<file path="src/rtl/rtc_core_pkg.sv">
// Shared types and pure conversion functions for the timekeeping core.
// Assumes binary internal storage; all functions are combinational.
package rtc_core_pkg;

    // Binary time of day and calendar, widths sized to the field ranges.
    typedef struct packed {
        logic [5:0] sec;
        logic [5:0] min;
        logic [4:0] hour;
        logic [2:0] dow;
        logic [4:0] date;
        logic [3:0] month;
        logic [6:0] year;
        logic [6:0] cent;
    } rtc_time_t;

    // Field select codes on the write port.
    typedef enum logic [3:0] {
        FLD_SEC   = 4'd0,
        FLD_MIN   = 4'd1,
        FLD_HOUR  = 4'd2,
        FLD_DOW   = 4'd3,
        FLD_DATE  = 4'd4,
        FLD_MONTH = 4'd5,
        FLD_YEAR  = 4'd6,
        FLD_CENT  = 4'd7,
        FLD_ASEC  = 4'd8,
        FLD_AMIN  = 4'd9,
        FLD_AHOUR = 4'd10
    } fld_e;

    localparam rtc_time_t TIME_AT_RESET = '{6'd0, 6'd0, 5'd0, 3'd1, 5'd1, 4'd1, 7'd0, 7'd20};

    // Binary 0..99 to packed BCD.
    function automatic logic [7:0] bcd_enc(input logic [6:0] v);
        logic [6:0] tens;
        logic [6:0] units;
        tens  = v / 7'd10;
        units = v - tens * 7'd10;
        return {tens[3:0], units[3:0]};
    endfunction

    // Packed BCD to binary.
    function automatic logic [6:0] bcd_dec(input logic [7:0] d);
        logic [6:0] tens;
        tens = {3'b000, d[7:4]};
        return (tens * 7'd10) + {3'b000, d[3:0]};
    endfunction

    // Binary value to output byte in the selected data mode.
    function automatic logic [7:0] field_enc(input logic [6:0] v, input logic bin);
        return bin ? {1'b0, v} : bcd_enc(v);
    endfunction

    // Written byte to binary value in the selected data mode.
    function automatic logic [6:0] field_dec(input logic [7:0] d, input logic bin);
        return bin ? d[6:0] : bcd_dec(d);
    endfunction

    // Internal hour 0..23 to hours byte in the selected data and hour modes.
    function automatic logic [7:0] hour_enc(input logic [4:0] h, input logic bin, input logic h24);
        logic [6:0] h7;
        logic [6:0] h12;
        logic       pm;
        logic [7:0] b;
        h7 = {2'b00, h};
        if (h24) begin
            return field_enc(h7, bin);
        end
        pm  = (h >= 5'd12);
        h12 = pm ? (h7 - 7'd12) : h7;
        if (h12 == 7'd0) h12 = 7'd12;
        b = field_enc(h12, bin);
        return {pm, b[6:0]};
    endfunction

    // Hours byte to internal hour 0..23.
    function automatic logic [4:0] hour_dec(input logic [7:0] d, input logic bin, input logic h24);
        logic [6:0] v;
        if (h24) begin
            v = field_dec(d, bin);
        end else begin
            v = field_dec({1'b0, d[6:0]}, bin);
            if (v == 7'd12) v = 7'd0;
            if (d[7]) v = v + 7'd12;
        end
        return v[4:0];
    endfunction

    // Length of the month; 100 is a multiple of 4, so the year's low bits
    // and the century's low bits decide the leap rule.
    function automatic logic [4:0] month_days(input logic [3:0] month, input logic [6:0] year,
                                              input logic [6:0] cent);
        logic leap;
        leap = (year[1:0] == 2'b00) && ((year != 7'd0) || (cent[1:0] == 2'b00));
        case (month)
            4'd2:                      return leap ? 5'd29 : 5'd28;
            4'd4, 4'd6, 4'd9, 4'd11:   return 5'd30;
            default:                   return 5'd31;
        endcase
    endfunction

endpackage

</file>
<file path="src/rtl/rtc_timebase.sv">
// Prescaler for the once-per-second update. Counts timebase ticks, flags the
// update tick and the update-warning window. Assumes TICKS_PER_SEC >= 2 and
// UIP_TICKS < TICKS_PER_SEC/2.
module rtc_timebase #(
    parameter int TICKS_PER_SEC = 32768,
    parameter int UIP_TICKS     = 8
) (
    input  logic clk,
    input  logic rst_n,
    input  logic tick_i,
    input  logic hold_i,
    input  logic div_rst_i,
    output logic upd_o,
    output logic uip_o
);
    localparam int CW = $clog2(TICKS_PER_SEC);
    localparam logic [CW-1:0] CNT_LAST  = CW'(TICKS_PER_SEC - 1);
    localparam logic [CW-1:0] CNT_HALF  = CW'(TICKS_PER_SEC / 2);
    localparam logic [CW-1:0] CNT_WARN  = CW'(TICKS_PER_SEC - UIP_TICKS);

    logic [CW-1:0] cnt_q;
    logic          running;

    // Clock runs unless frozen for setting or divider held in reset.
    always_comb running = !hold_i && !div_rst_i;

    // Prescaler: parked mid-second in divider reset, wraps at the last count.
    always_ff @(posedge clk) begin
        if (!rst_n) begin
            cnt_q <= '0;
        end else if (div_rst_i) begin
            cnt_q <= CNT_HALF;
        end else if (tick_i) begin
            cnt_q <= (cnt_q == CNT_LAST) ? '0 : cnt_q + 1'b1;
        end
    end

    // Update strobe on the tick that closes the second.
    always_comb upd_o = running && tick_i && (cnt_q == CNT_LAST);

    // Warning window over the final counts before the update.
    always_comb uip_o = running && (cnt_q >= CNT_WARN);

    // an update can only happen while the warning bit is shown.
    a_r6_update_in_window: assert property (@(posedge clk) disable iff (!rst_n)
        upd_o |-> uip_o);

    // the cycle after divider reset ends cannot be an update.
    a_r8_no_update_on_release: assert property (@(posedge clk) disable iff (!rst_n)
        div_rst_i |=> !upd_o);

    // the warning bit never rises mid-window; it opens from a lower count.
    a_r6_window_entry: assert property (@(posedge clk) disable iff (!rst_n)
        (!div_rst_i && !uip_o && !hold_i) |=> (!uip_o || cnt_q == CNT_WARN || hold_i || div_rst_i));

endmodule

</file>
<file path="src/rtl/rtc_calendar.sv">
// Time-of-day and calendar registers in binary. Advances one second per
// update strobe with full carry and leap-year handling, and takes field
// writes decoded from the current data and hour modes. A write in an update
// cycle replaces its own field after the advance.
module rtc_calendar
    import rtc_core_pkg::*;
(
    input  logic       clk,
    input  logic       rst_n,
    input  logic       upd_i,
    input  logic       wr_en_i,
    input  logic [3:0] wr_sel_i,
    input  logic [7:0] wr_data_i,
    input  logic       bin_i,
    input  logic       h24_i,
    output rtc_time_t  time_o
);
    rtc_time_t  time_q;
    rtc_time_t  adv;
    rtc_time_t  nxt;
    logic [4:0] mdays;
    logic [6:0] wval;
    logic [4:0] whour;

    // Length of the current month.
    always_comb mdays = month_days(time_q.month, time_q.year, time_q.cent);

    // One-second advance with the carry chain through to the century.
    always_comb begin
        adv = time_q;
        if (time_q.sec != 6'd59) begin
            adv.sec = time_q.sec + 6'd1;
        end else begin
            adv.sec = 6'd0;
            if (time_q.min != 6'd59) begin
                adv.min = time_q.min + 6'd1;
            end else begin
                adv.min = 6'd0;
                if (time_q.hour != 5'd23) begin
                    adv.hour = time_q.hour + 5'd1;
                end else begin
                    adv.hour = 5'd0;
                    adv.dow  = (time_q.dow >= 3'd7) ? 3'd1 : time_q.dow + 3'd1;
                    if (time_q.date < mdays) begin
                        adv.date = time_q.date + 5'd1;
                    end else begin
                        adv.date = 5'd1;
                        if (time_q.month < 4'd12) begin
                            adv.month = time_q.month + 4'd1;
                        end else begin
                            adv.month = 4'd1;
                            if (time_q.year < 7'd99) begin
                                adv.year = time_q.year + 7'd1;
                            end else begin
                                adv.year = 7'd0;
                                adv.cent = (time_q.cent >= 7'd99) ? 7'd0 : time_q.cent + 7'd1;
                            end
                        end
                    end
                end
            end
        end
    end

    // Next state: advance on update, then overlay any field write.
    always_comb begin
        wval  = field_dec(wr_data_i, bin_i);
        whour = hour_dec(wr_data_i, bin_i, h24_i);
        nxt   = upd_i ? adv : time_q;
        if (wr_en_i) begin
            case (wr_sel_i)
                FLD_SEC:   nxt.sec   = wval[5:0];
                FLD_MIN:   nxt.min   = wval[5:0];
                FLD_HOUR:  nxt.hour  = whour;
                FLD_DOW:   nxt.dow   = wval[2:0];
                FLD_DATE:  nxt.date  = wval[4:0];
                FLD_MONTH: nxt.month = wval[3:0];
                FLD_YEAR:  nxt.year  = wval;
                FLD_CENT:  nxt.cent  = wval;
                default:   ;
            endcase
        end
    end

    // Time register.
    always_ff @(posedge clk) begin
        if (!rst_n) time_q <= TIME_AT_RESET;
        else        time_q <= nxt;
    end

    always_comb time_o = time_q;

    // an update without a write steps the seconds by one, modulo 60.
    a_r3_second_step: assert property (@(posedge clk) disable iff (!rst_n)
        (upd_i && !wr_en_i) |=>
        (time_q.sec == (($past(time_q.sec) == 6'd59) ? 6'd0 : $past(time_q.sec) + 6'd1)));

    // an update keeps a valid date valid and non-zero.
    a_r4_date_in_month: assert property (@(posedge clk) disable iff (!rst_n)
        (upd_i && !wr_en_i && time_q.date != 5'd0 && time_q.date <= mdays) |=>
        (time_q.date != 5'd0 && time_q.date <= month_days(time_q.month, time_q.year, time_q.cent)));

    // with neither update nor write the time holds.
    a_r11_idle_holds: assert property (@(posedge clk) disable iff (!rst_n)
        (!upd_i && !wr_en_i) |=> $stable(time_q));

endmodule

</file>
<file path="src/rtl/rtc_alarm.sv">
// Alarm bytes and match logic. Each byte is compared with the field's output
// byte in the current modes; a byte with bits 7:6 both set matches anything.
// The alarm request fires only together with the update-ended request.
module rtc_alarm
    import rtc_core_pkg::*;
#(
    parameter int NUM_FIELDS = 3
) (
    input  logic                       clk,
    input  logic                       rst_n,
    input  logic                       wr_en_i,
    input  logic [3:0]                 wr_sel_i,
    input  logic [7:0]                 wr_data_i,
    input  logic [NUM_FIELDS-1:0][7:0] now_i,
    input  logic                       upd_done_i,
    output logic                       af_o
);
    logic [7:0]            alarm_q [NUM_FIELDS];
    logic [NUM_FIELDS-1:0] hit;
    logic [NUM_FIELDS-1:0] wild;

    for (genvar g = 0; g < NUM_FIELDS; g++) begin : g_field
        localparam logic [3:0] SEL = 4'(int'(FLD_ASEC) + g);

        // Alarm byte register, written raw in the current encoding.
        always_ff @(posedge clk) begin
            if (!rst_n)                               alarm_q[g] <= 8'h00;
            else if (wr_en_i && (wr_sel_i == SEL))    alarm_q[g] <= wr_data_i;
        end

        assign wild[g] = (alarm_q[g][7:6] == 2'b11);
        assign hit[g]  = wild[g] || (alarm_q[g] == now_i[g]);
    end

    // Alarm request with the update that produced the matching time.
    always_comb af_o = upd_done_i && (&hit);

    // no alarm request outside an update-ended pulse.
    a_r10_alarm_needs_update: assert property (@(posedge clk) disable iff (!rst_n)
        af_o |-> upd_done_i);

    // all-wildcard alarm fires at every update.
    a_r10_wildcard_fires: assert property (@(posedge clk) disable iff (!rst_n)
        (upd_done_i && (&wild)) |-> af_o);

endmodule

</file>
<file path="src/rtl/rtc_clock_core.sv">
// Top of the timekeeping core: prescaler, calendar, alarm and output
// encoding. Requests are registered one-cycle pulses aligned with the first
// cycle that shows the new time. Assumes tick_i is synchronous to clk.
module rtc_clock_core
    import rtc_core_pkg::*;
#(
    parameter int TICKS_PER_SEC = 32768,
    parameter int UIP_TICKS     = 8
) (
    input  logic       clk,
    input  logic       rst_n,
    input  logic       tick_i,
    input  logic       bin_mode_i,
    input  logic       hr24_i,
    input  logic       set_hold_i,
    input  logic [1:0] div_ctl_i,
    input  logic       wr_en_i,
    input  logic [3:0] wr_sel_i,
    input  logic [7:0] wr_data_i,
    output logic [7:0] sec_o,
    output logic [7:0] min_o,
    output logic [7:0] hour_o,
    output logic [7:0] dow_o,
    output logic [7:0] date_o,
    output logic [7:0] month_o,
    output logic [7:0] year_o,
    output logic [7:0] cent_o,
    output logic       uip_o,
    output logic       uf_set_o,
    output logic       af_set_o,
    output logic       uie_clr_o
);
    localparam int ALARM_FIELDS = 3;

    logic                         div_rst;
    logic                         upd;
    logic                         uf_q;
    logic                         hold_q;
    logic                         uie_q;
    rtc_time_t                    cal_time;
    logic [ALARM_FIELDS-1:0][7:0] alarm_view;

    // Divider reset code.
    always_comb div_rst = (div_ctl_i == 2'b11);

    rtc_timebase #(
        .TICKS_PER_SEC (TICKS_PER_SEC),
        .UIP_TICKS     (UIP_TICKS)
    ) u_timebase (
        .clk       (clk),
        .rst_n     (rst_n),
        .tick_i    (tick_i),
        .hold_i    (set_hold_i),
        .div_rst_i (div_rst),
        .upd_o     (upd),
        .uip_o     (uip_o)
    );

    rtc_calendar u_calendar (
        .clk       (clk),
        .rst_n     (rst_n),
        .upd_i     (upd),
        .wr_en_i   (wr_en_i),
        .wr_sel_i  (wr_sel_i),
        .wr_data_i (wr_data_i),
        .bin_i     (bin_mode_i),
        .h24_i     (hr24_i),
        .time_o    (cal_time)
    );

    // Output bytes re-encoded from binary state in the current modes.
    always_comb begin
        sec_o   = field_enc({1'b0, cal_time.sec}, bin_mode_i);
        min_o   = field_enc({1'b0, cal_time.min}, bin_mode_i);
        hour_o  = hour_enc(cal_time.hour, bin_mode_i, hr24_i);
        dow_o   = field_enc({4'b0000, cal_time.dow}, bin_mode_i);
        date_o  = field_enc({2'b00, cal_time.date}, bin_mode_i);
        month_o = field_enc({3'b000, cal_time.month}, bin_mode_i);
        year_o  = field_enc(cal_time.year, bin_mode_i);
        cent_o  = field_enc(cal_time.cent, bin_mode_i);
    end

    always_comb alarm_view = {hour_o, min_o, sec_o};

    rtc_alarm #(
        .NUM_FIELDS (ALARM_FIELDS)
    ) u_alarm (
        .clk        (clk),
        .rst_n      (rst_n),
        .wr_en_i    (wr_en_i),
        .wr_sel_i   (wr_sel_i),
        .wr_data_i  (wr_data_i),
        .now_i      (alarm_view),
        .upd_done_i (uf_q),
        .af_o       (af_set_o)
    );

    // Request pulses: update-ended and enable-clear on the rise of hold.
    always_ff @(posedge clk) begin
        if (!rst_n) begin
            uf_q   <= 1'b0;
            hold_q <= 1'b0;
            uie_q  <= 1'b0;
        end else begin
            uf_q   <= upd;
            hold_q <= set_hold_i;
            uie_q  <= set_hold_i && !hold_q;
        end
    end

    always_comb uf_set_o  = uf_q;
    always_comb uie_clr_o = uie_q;

    // holding freezes the calendar unless software writes it.
    a_r7_hold_freezes: assert property (@(posedge clk) disable iff (!rst_n)
        (set_hold_i && !wr_en_i) |=> $stable(cal_time));

    // no update-ended request from a held cycle.
    a_r7_no_uf_in_hold: assert property (@(posedge clk) disable iff (!rst_n)
        set_hold_i |=> !uf_set_o);

    // update-ended request lasts exactly one cycle.
    a_r9_uf_single: assert property (@(posedge clk) disable iff (!rst_n)
        uf_set_o |=> !uf_set_o);

    // enable-clear request lasts exactly one cycle.
    a_r7_uie_single: assert property (@(posedge clk) disable iff (!rst_n)
        uie_clr_o |=> !uie_clr_o);

endmodule

</file>
<file path="config.mk">
export PLATFORM = sky130hd
export DESIGN_NAME = rtc_clock_core
export DESIGN_NICKNAME = d
export VERILOG_FILES = /design/src/rtl/rtc_core_pkg.sv /design/src/rtl/rtc_timebase.sv /design/src/rtl/rtc_calendar.sv /design/src/rtl/rtc_alarm.sv /design/src/rtl/rtc_clock_core.sv
export SDC_FILE = /design/constraint.sdc
export NUM_CORES = 1
export LEC_CHECK = 0
export BUFFER_PORTS_ARGS = -buffer_cell sky130_fd_sc_hd__buf_2
export CAP_MARGIN = 20
export CORE_MARGIN = 5
export CORE_UTILIZATION = 40
export CTS_CLUSTER_SIZE = 24
export DETAILED_ROUTE_END_ITERATION = 16
export PLACE_DENSITY_LB_ADDON = 0.12
export SYNTH_ARGS = -nofsm -noshare
export SYNTH_HDL_FRONTEND = slang
export SYNTH_HIERARCHICAL = 1
export SYNTH_SLANG_ARGS = --single-unit
</file>
<file path="constraint.sdc">
create_clock -name clk -period 24.1 [get_ports clk]
set_input_delay 6.025 -clock clk [delete_from_list [all_inputs] [get_ports clk]]
set_output_delay 6.025 -clock clk [all_outputs]
set_load 0.1 [all_outputs]
</file>
==> run metrics, run 1 <==
crit share post-route=62.9%; final hold slack=386 ps; starting DRC count in detailed routing=395; max cap viols=0; number of buffers added on ports=76; proportion of layout cells with a drive suffix above 1=14.3%; number of distinct standard cells referenced by the synthesized netlist=97; net count of the finished layout=1088; maximum fanout count along the critical path=19; summed instance area of the synthesized netlist=7850 um^2; area inside the core boundary=19400 um^2; CTS tree=done; static leakage=3.44 nW; Final Hold Viols=0; required time of the worst setup path=18070 ps; worst reg2reg path startpoint=u_timebase/cnt_q[9]; drt wl/cell=16.7 um; Clock Tree Buf Depth=2; area of all placed cells without fillers=8680 um^2; number of filler cells placed in the layout=2004; most used flip-flop cell after synthesis=dfxtp_1; Root Buffer Master=clkbuf_16; Clock transition at path regs=60 ps; ratio of routed vias to standard cells=5.54; GRT Residual Overflow=0; WHS Endpoint=uie_clr_o; worst-skew pair later-pin latency=350 ps; number of buffers added by the clock tree synthesis step=9; data arrival time of the worst path=9130 ps; half-perimeter wire length after detailed placement=15.3 mm; Core Util, Final=44.7%; type of the worst min-delay path=flop to flop; slowest stage cell on the critical path=dfxtp_1; setup slack of the most critical reg-to-reg path=20340 ps; reported net switching power=0.000155 W; antenna fix cells=0; slew of the pin with the lowest slew margin=1040 ps; initial core utilization=40.5%; wire length of the first global-routing pass=34.2 mm; count of cells resized by post-cts repair=0; hold wc startpoint=hold_q; setup repair after global routing missed its margin=false; remaining design rule violation count=0; Clk pwr share=33.7%; Comb power frac=27.5%; total number of vias=7063; Critical Path Source Type=flop; global placement routability congestion=0.847; row cnt=51; num ports=89; commonest cells after routing, fill and taps aside=nand2_1 (79), buf_2 (78), nor2_1 (63); cell count after synthesis=947; Die X=150 um; CP max stage delay=750 ps; final critical-path required period=15150 ps; antenna violations before repair=0; number of enable flip-flop cells after synthesis=24; cell count of the worst hold path=1; worst slew slack as a fraction of its limit=29.8%; setup-violating endpoint count in the final report=0; average cell area after synthesis=8.29 um^2; first drt pass iteration count=8; sum of negative setup slack=0 ps; Critical Path End Type=output port; most common library cell in the layout ignoring fill and taps=nand2_1; die outline area=22500 um^2; synthesis-stage register bit count=85; Final ANT Viol Nets=0; class of the most critical setup path=flop to output port; Tot GR Track Use=18.8%; number of hold-repair buffers added at the cts stage=0; Ys Warns=6; sequential cell fraction of total power=38.8%; maximum number of pins on one net before global-route repair=58; VDD IR-drop max=0.0284 mV; result of the run=completed; switching power share of the total=38.0%; R2R cell count=9; Async SR Flop Fraction=0%; layout overhead on the synthesized area=10.6%; Int Pwr=0.000254 W; share of synthesized area occupied by flip-flops and latches=24.7%; Vert. Die Dim=150 um; wirelength, routed=21.2 mm; worst clock skew=8.48 ps; total number of clock tree sinks=85; DP Area=8380 um^2; reg-to-reg endpoint=u_calendar/time_o[13]; post-CTS setup buffer count=0; number of H-tree levels=3; power density cells=47.1 nW/um^2; fmax=66.0 MHz; via count of the first global-routing pass=6663; final number of max-transition violations=0
## cell type report
class / count / area, um^2 / share of cell area (%)
Multi-Input combinational cell: 773 / 5500 / 63.4
Sequential cell: 85 / 1940 / 22.4
Timing Repair Buffer: 79 / 398 / 4.59
Tap cell: 265 / 332 / 3.82
Clock buffer: 9 / 225 / 2.60
Inverter: 57 / 214 / 2.47
Clock inverter: 7 / 66.3 / 0.764
## worst max-delay path by stage
stage                          start       end  slack, ps  cells after the start
2_1_floorplan             bin_mode_i  af_set_o       6860                      7
3_3_place_gp              bin_mode_i  af_set_o       9170                      9
3_5_place_dp              bin_mode_i  af_set_o       9170                     12
4_1_cts        u_calendar/time_o[28]  af_set_o       8930                     32
5_1_grt        u_calendar/time_o[28]  af_set_o       8230                     34
6_report       u_calendar/time_o[28]  af_set_o       8950                     32
## Yosys cell counts, drive strengths merged, types with 26 or more instances
library cell / number / share of area (%)
a21oi: 44 / 2.8
and2: 38 / 3.0
clkbuf: 26 / 1.2
dfxtp: 61 / 16
ha: 53 / 8.5
inv: 57 / 2.7
nand2: 81 / 3.9
nand3: 31 / 2.1
nor2: 67 / 3.4
nor3: 27 / 1.8
o21ai: 59 / 3.8
xnor2: 26 / 2.9
xor2: 37 / 4.1
## cell families (layout without fill, tap and decap cells)
logic type,Yosys count,count (layout),synth area share (%)
simple gates,369,369,26.7
compound gates,229,229,19.6
buf+inv,102,152,5.80
flops,85,85,24.7
fa+ha+maj,64,64,11.0
xor+xnor,64,64,7.32
mux,33,33,4.74
other cells,1,14,0.0478
## power groups by stage
stage / Combinational [W] / Sequential, W / Clock, W
finish: 0.000113 / 0.000158 / 0.000138
global route: 0.000121 / 0.000159 / 0.000148
CTS: 0.000113 / 0.000158 / 0.000142
detailed placement: 0.000112 / 0.000162 / 0
global placement: 0.000112 / 0.000162 / 0
floorplan: 0.0000904 / 0.000162 / 0
## through the flow
stage	worst slack [ps]	cells	total power, W
after floorplan	6860	960	0.000252
after global placement	9170	1257	0.000274
after detailed placement	9170	1258	0.000274
after CTS	8930	1274	0.000414
after global routing	8230	1275	0.000429
final	8950	1275	0.000409
## critical path, delay by kind of cell, from the launching register on
family,cells,cell delay (ps)
buf+inv,2,550
xor+xnor,2,490
simple gates,13,3550
flops,1,750
compound gates,9,1830
fa+ha+maj,6,1610
## state kept, by name, summed over array words and instances, names as in the netlist
| signal | count |
|---|---|
| hold_q | 1 |
| u_alarm/alarm_q | 24 |
| uf_set_o | 1 |
| u_calendar/time_o | 43 |
| u_timebase/cnt_q | 15 |
| uie_clr_o | 1 |
## metal layers
metal | routed length, um | up-vias | track usage (%)
li1 | - | 3554 | -
met1 | 9860 | 3337 | 24.9
met2 | 10200 | 153 | 32.2
met3 | 867 | 19 | 2.18
met4 | 333 | 0 | 5.44
met5 | 0 | - | 0
(Power assumes the default switching activity.)
==> inputs of run 2 (changes only) <==
Clock period 24.1 ns to 15.1 ns, I/O delays scaled along.
==> run 2 against run 1 <==
Compared with the run above:
- combinational power is 58% higher
- setup slack worse by 6800 ps
- first-iteration DRC count increased by 4.6%
- utilization hardly changed
- clock skew about the same
- via count is 0.30% lower
- count of clock-buffer cells in the layout unchanged
- die area unchanged
- cell count is essentially flat
- largest cell class unchanged
- largest power group unchanged
- highest routed layer unchanged
==> run metrics, run 2 (synthesis gave the netlist of run 1 again) <==
result of the run=completed; CP max stage delay=740 ps (about the same); wire length of the first global-routing pass=33.9 mm (-0.97%); max cap viols=0 (unchanged); count of cells resized by post-cts repair=0 (unchanged); number of buffers added on ports=76 (unchanged); number of buffers added by the clock tree synthesis step=9 (unchanged); row cnt=51 (unchanged); Clock transition at path regs=70 ps (about the same); class of the most critical setup path=flop to output port; Clk pwr share=33.7% (about the same); num ports=89 (unchanged); worst-skew pair later-pin latency=350 ps (about the same); type of the worst min-delay path=flop to flop; Int Pwr=0.000405 W (+60%); number of hold-repair buffers added at the cts stage=0 (unchanged); antenna fix cells=0 (unchanged); met3 routed WL=662 um (-24%); via count of the first global-routing pass=6417 (-3.7%); required time of the worst setup path=11320 ps (-6750 ps); highest metal layer with signal wires=met4; Final Hold Viols=0 (unchanged); Tot GR Track Use=18.6% (-0.22 points); worst reg2reg path startpoint=u_timebase/cnt_q[9]; flip-flop count of the largest register, all copies and words added=43 (unchanged); Root Buffer Master=clkbuf_16; final number of max-transition violations=0 (unchanged); Final ANT Viol Nets=0 (unchanged); most common library cell in the layout ignoring fill and taps=nand2_1; sum of negative setup slack=0 ps (unchanged); number of H-tree levels=3 (unchanged); total number of clock tree sinks=85 (unchanged); GRT Residual Overflow=0 (unchanged); half-perimeter wire length after detailed placement=15.2 mm (-0.34%); critical path startpoint=u_calendar/time_o[28]; worst slew slack as a fraction of its limit=40.3% (+10 points); proportion of layout cells with a drive suffix above 1=14.3% (+0.085 points); slowest stage cell on the critical path=dfxtp_1; Crit path max-delay family=simple AND/OR/NAND/NOR gates; hold wc startpoint=hold_q; drt wl/cell=16.4 um (-1.7%); cell count of the worst hold path=1 (unchanged); static leakage=3.45 nW (+0.25%); Critical Path End Type=output port; ratio of routed vias to standard cells=5.52 (-0.38%); Clock Tree Buf Depth=2 (unchanged); post-CTS setup buffer count=0 (unchanged); setup repair after global routing missed its margin=false; sequential cell fraction of total power=38.8% (about the same); switching power share of the total=37.8% (-0.17 points); starting DRC count in detailed routing=413 (+4.6%); maximum fanout count along the critical path=19 (unchanged); setup-violating endpoint count in the final report=0 (unchanged); final critical-path required period=12920 ps; crit share post-route=85.6%; commonest cells after routing, fill and taps aside=nand2_1 (79), buf_2 (78), nor2_1 (63); Critical Path Source Type=flop; number of buffer and inverter instances along the worst setup path=2 (unchanged); slew of the pin with the lowest slew margin=895 ps (-149 ps); number of cells on the critical path=32 (unchanged); Vert. Die Dim=150 um (unchanged); reported net switching power=0.000246 W (+59%); met1 routed wirelength after detailed routing=10.1 mm (+2.8%); wirelength, routed=20.9 mm (-1.6%); power density cells=75.0 nW/um^2 (+59%); VDD IR-drop max=0.0483 mV (+70%); amount of wire on met2 after detailed routing=9.92 mm (-2.4%); R2R cell count=9 (unchanged); Comb power frac=27.5% (about the same); initial core utilization=40.5% (unchanged); CTS tree=done; area inside the core boundary=19400 um^2 (unchanged); data arrival time of the worst path=9140 ps (about the same); worst clock skew=8.93 ps (+0.450 ps); remaining design rule violation count=0 (unchanged); fmax=77.4 MHz; die outline area=22500 um^2 (unchanged); sum of internal, switching and leakage power=0.000651 W (+59%); global placement routability congestion=0.867 (+2.3%); Die X=150 um (unchanged); layout overhead on the synthesized area=10.6% (about the same); net count of the finished layout=1089 (+0.092%); first drt pass iteration count=5 (-3); total number of vias=7042 (-0.30%); maximum number of pins on one net before global-route repair=58 (unchanged); antenna violations before repair=0 (unchanged)
-- run 2: changes by cell type in the layout (fill, tap and decap cells not counted), sizes merged --
cell      before  now
clkinvlp       2    1
clkbuf         9   10
clkinv         1    2
-- run 2: final cells by class --
cell class / instances / area (um^2)
Clock buffer: 9 / 225
Clock inverter: 7 / 65.1
Fill cell: 1990 / 10700
Inverter: 57 / 214
Multi-Input combinational cell: 773 / 5500
Sequential cell: 85 / 1940
Tap cell: 265 / 332
Timing Repair Buffer: 80 / 403
-- run 2: stage by stage --
| stage | worst slack, ps | util (%) | hold WS [ps] | std cells | area, um^2 |
|---|---|---|---|---|---|
| 6_report | 2180 | 44.7 | 392 | 1276 | 8680 |
| 5_1_grt | 1550 | 44.7 | 413 | 1276 | 8680 |
| 4_1_cts | 2170 | 44.7 | 393 | 1273 | 8660 |
| 3_5_place_dp | 2570 | 43.2 | 381 | 1257 | 8370 |
| 3_3_place_gp | 2650 | 43.2 | 370 | 1257 | 8370 |
| 2_1_floorplan | 1020 | - | 367 | 960 | 7900 |
-- run 2: final timing paths --
kind	to	slack, ps
worst min-delay path	uie_clr_o	390
worst max register to register	u_calendar/time_o[13]	11430
worst min register to register	uie_clr_o	390
worst max-delay path	af_set_o	2180
-- run 2: per-layer routing --
layer  up-vias  GRT usage, %
met1      3327          25.5
li1       3568             -
met4         0          3.80
met2       136          31.4
met3        11          2.27
met5         -             0
-- run 2: power by group through the flow --
stage / registers [W] / clock network [W] / logic, W
2_1_floorplan: 0.000258 / 0 / 0.000144
3_3_place_gp: 0.000258 / 0 / 0.000178
3_5_place_dp: 0.000258 / 0 / 0.000179
4_1_cts: 0.000253 / 0.000227 / 0.000179
5_1_grt: 0.000254 / 0.000237 / 0.000193
6_report: 0.000253 / 0.000219 / 0.000179
==> inputs of run 3 (changes only) <==
Settings changed: CORE_UTILIZATION 40 to 60.
==> run 3 against run 2 <==
Compared with the run above:
- combinational power barely moved
- non-clock buffer count fell by 1
- die area fell by 31%
- via count rose by 2.5%
==> run metrics, run 3 (synthesis gave the netlist of run 1 again) <==
static leakage=3.46 nW (+0.53%); flip-flop count of the largest register, all copies and words added=43 (unchanged); type of the worst min-delay path=flop to flop; GR met1 Demand/Resource=32.9% (+7.4 points); max cap viols=0 (unchanged); final critical-path setup slack=2190 ps (+4.37 ps); Die X=124 um (-17%); met2 layer usage reported by global route=39.9% (+8.5 points); antenna fix cells=0 (unchanged); Final Hold Viols=0 (unchanged); first drt pass iteration count=5 (unchanged); CP max stage delay=730 ps (about the same); die outline area=15500 um^2 (-31%); worst clock skew=7.11 ps (-1.82 ps); data arrival time of the worst path=9140 ps (about the same); number of H-tree levels=3 (unchanged); power density cells=78.2 nW/um^2 (+4.3%); worst-skew pair later-pin latency=340 ps (about the same); number of buffers added on ports=76 (unchanged); global placement routability congestion=0.914 (+5.5%); setup repair after global routing missed its margin=false; starting DRC count in detailed routing=615 (+49%); layer with the highest usage after global routing=met2; area inside the core boundary=12700 um^2 (-34%); placement-stage worst setup slack=2600 ps (+26.9 ps); maximum fanout count along the critical path=19 (unchanged); Vert. Die Dim=124 um (-17%); drt wl/cell=16.4 um (about the same); R2R cell count=9 (unchanged); met3 track demand over resource in global routing=3.95% (+1.7 points); fmax=77.4 MHz (about the same); initial core utilization=61.7% (+21 points); num ports=89 (unchanged); Final ANT Viol Nets=0 (unchanged); required time of the worst setup path=11320 ps (about the same); post-CTS setup buffer count=0 (unchanged); slew of the pin with the lowest slew margin=1140 ps (+250 ps); half-perimeter wire length after detailed placement=13.9 mm (-9.0%); worst reg2reg path startpoint=u_timebase/cnt_q[6]; proportion of layout cells with a drive suffix above 1=14.3% (-0.085 points); sum of negative setup slack=0 ps (unchanged); timing endpoint of the critical path=af_set_o; total number of clock tree sinks=85 (unchanged); wire length of the first global-routing pass=31.7 mm (-6.3%); row cnt=41 (-20%); VDD IR-drop max=0.0622 mV (+29%); Root Buffer Master=clkbuf_16; net count of the finished layout=1088 (-0.092%); class of the most critical setup path=flop to output port; wirelength, routed=19.3 mm (-7.4%); Clock Tree Buf Depth=2 (unchanged); number of buffers added by the clock tree synthesis step=9 (unchanged); commonest cells after routing, fill and taps aside=nand2_1 (79), buf_2 (78), nor2_1 (63); CTS tree=done; setup slack of the most critical reg-to-reg path=11510 ps (+80 ps); final number of max-transition violations=0 (unchanged); final critical-path required period=12910 ps (-4.37 ps); total number of vias=7219 (+2.5%); Critical Path End Type=output port; worst slew slack as a fraction of its limit=23.0% (-17 points); maximum number of pins on one net before global-route repair=58 (unchanged); ratio of routed vias to standard cells=6.11 (+11%); Clock transition at path regs=60 ps (about the same); crit share post-route=85.5% (about the same); reg-to-reg endpoint=u_calendar/time_o[13]; result of the run=completed; critical path startpoint=u_calendar/time_o[28]; number of hold-repair buffers added at the cts stage=0 (unchanged); remaining design rule violation count=0 (unchanged); layout overhead on the synthesized area=9.52%; number of filler cells placed in the layout=1113 (-44%); slowest stage cell on the critical path=dfxtp_1; setup-violating endpoint count in the final report=0 (unchanged); Critical Path Source Type=flop; Tot GR Track Use=24.1% (+5.6 points); antenna violations before repair=0 (unchanged); most common library cell in the layout ignoring fill and taps=nand2_1; count of cells resized by post-cts repair=0 (unchanged); GRT Residual Overflow=0 (unchanged); via count of the first global-routing pass=6505 (+1.4%)
-- run 3: changes by cell type in the layout (fill, tap and decap cells not counted), sizes merged --
cell / previous run / this run
bufinv: 0 / 2
clkbuf: 10 / 11
inv: 61 / 58
clkinvlp: 1 / 0
-- run 3: worst min path at each step --
stage,from,to,slack [ps],cells past startpoint
final,hold_q,uie_clr_o,380,1
after global routing,hold_q,uie_clr_o,400,1
after CTS,hold_q,uie_clr_o,380,1
after detailed placement,hold_q,uie_clr_o,370,1
after global placement,hold_q,uie_clr_o,370,1
after floorplan,hold_q,uie_clr_o,370,1
-- run 3: cell type report --
type	count	area (um^2)	area share (%)
Inverter	57	214	2.49
Clock buffer	11	244	2.84
Clock inverter	5	82.6	0.961
Tap cell	172	215	2.50
Timing Repair Buffer	79	398	4.63
Sequential cell	85	1940	22.6
Multi-Input combinational cell	773	5500	64.0
-- run 3: through the flow --
stage	hold slack, ps	utilization [%]	std cells	instance area, um^2	power [W]
2_1_floorplan	367	-	960	7900	0.000402
3_3_place_gp	369	64.9	1164	8260	0.000432
3_5_place_dp	373	64.9	1164	8260	0.000434
4_1_cts	382	67.5	1180	8580	0.000676
5_1_grt	400	67.6	1182	8590	0.000701
6_report	382	67.6	1182	8590	0.000672
-- run 3: report_power, final --
group | switching (W) | leakage, nW | internal, W
logic | 0.000131 | 2.58 | 0.0000474
registers | 0.0000108 | 0.724 | 0.000242
clock network | 0.0000911 | 0.163 | 0.000151
-- run 3: critical path: cells and delay by family (launching register included) --
| kind | cells | cell delay [ps] |
|---|---|---|
| AO/OA/AOI/OAI | 9 | 1830 |
| XOR/XNOR | 2 | 490 |
| adder cells (fa/ha/maj) | 6 | 1610 |
| buffers and inverters | 2 | 550 |
| flip-flops | 1 | 730 |
| AND/OR/NAND/NOR | 13 | 3560 |
-- run 3: per-layer routing --
layer / routed length [um] / up-vias
met4: 242 / 0
li1: - / 3566
met5: 0 / -
met3: 1110 / 17
met1: 8910 / 3412
met2: 9080 / 224
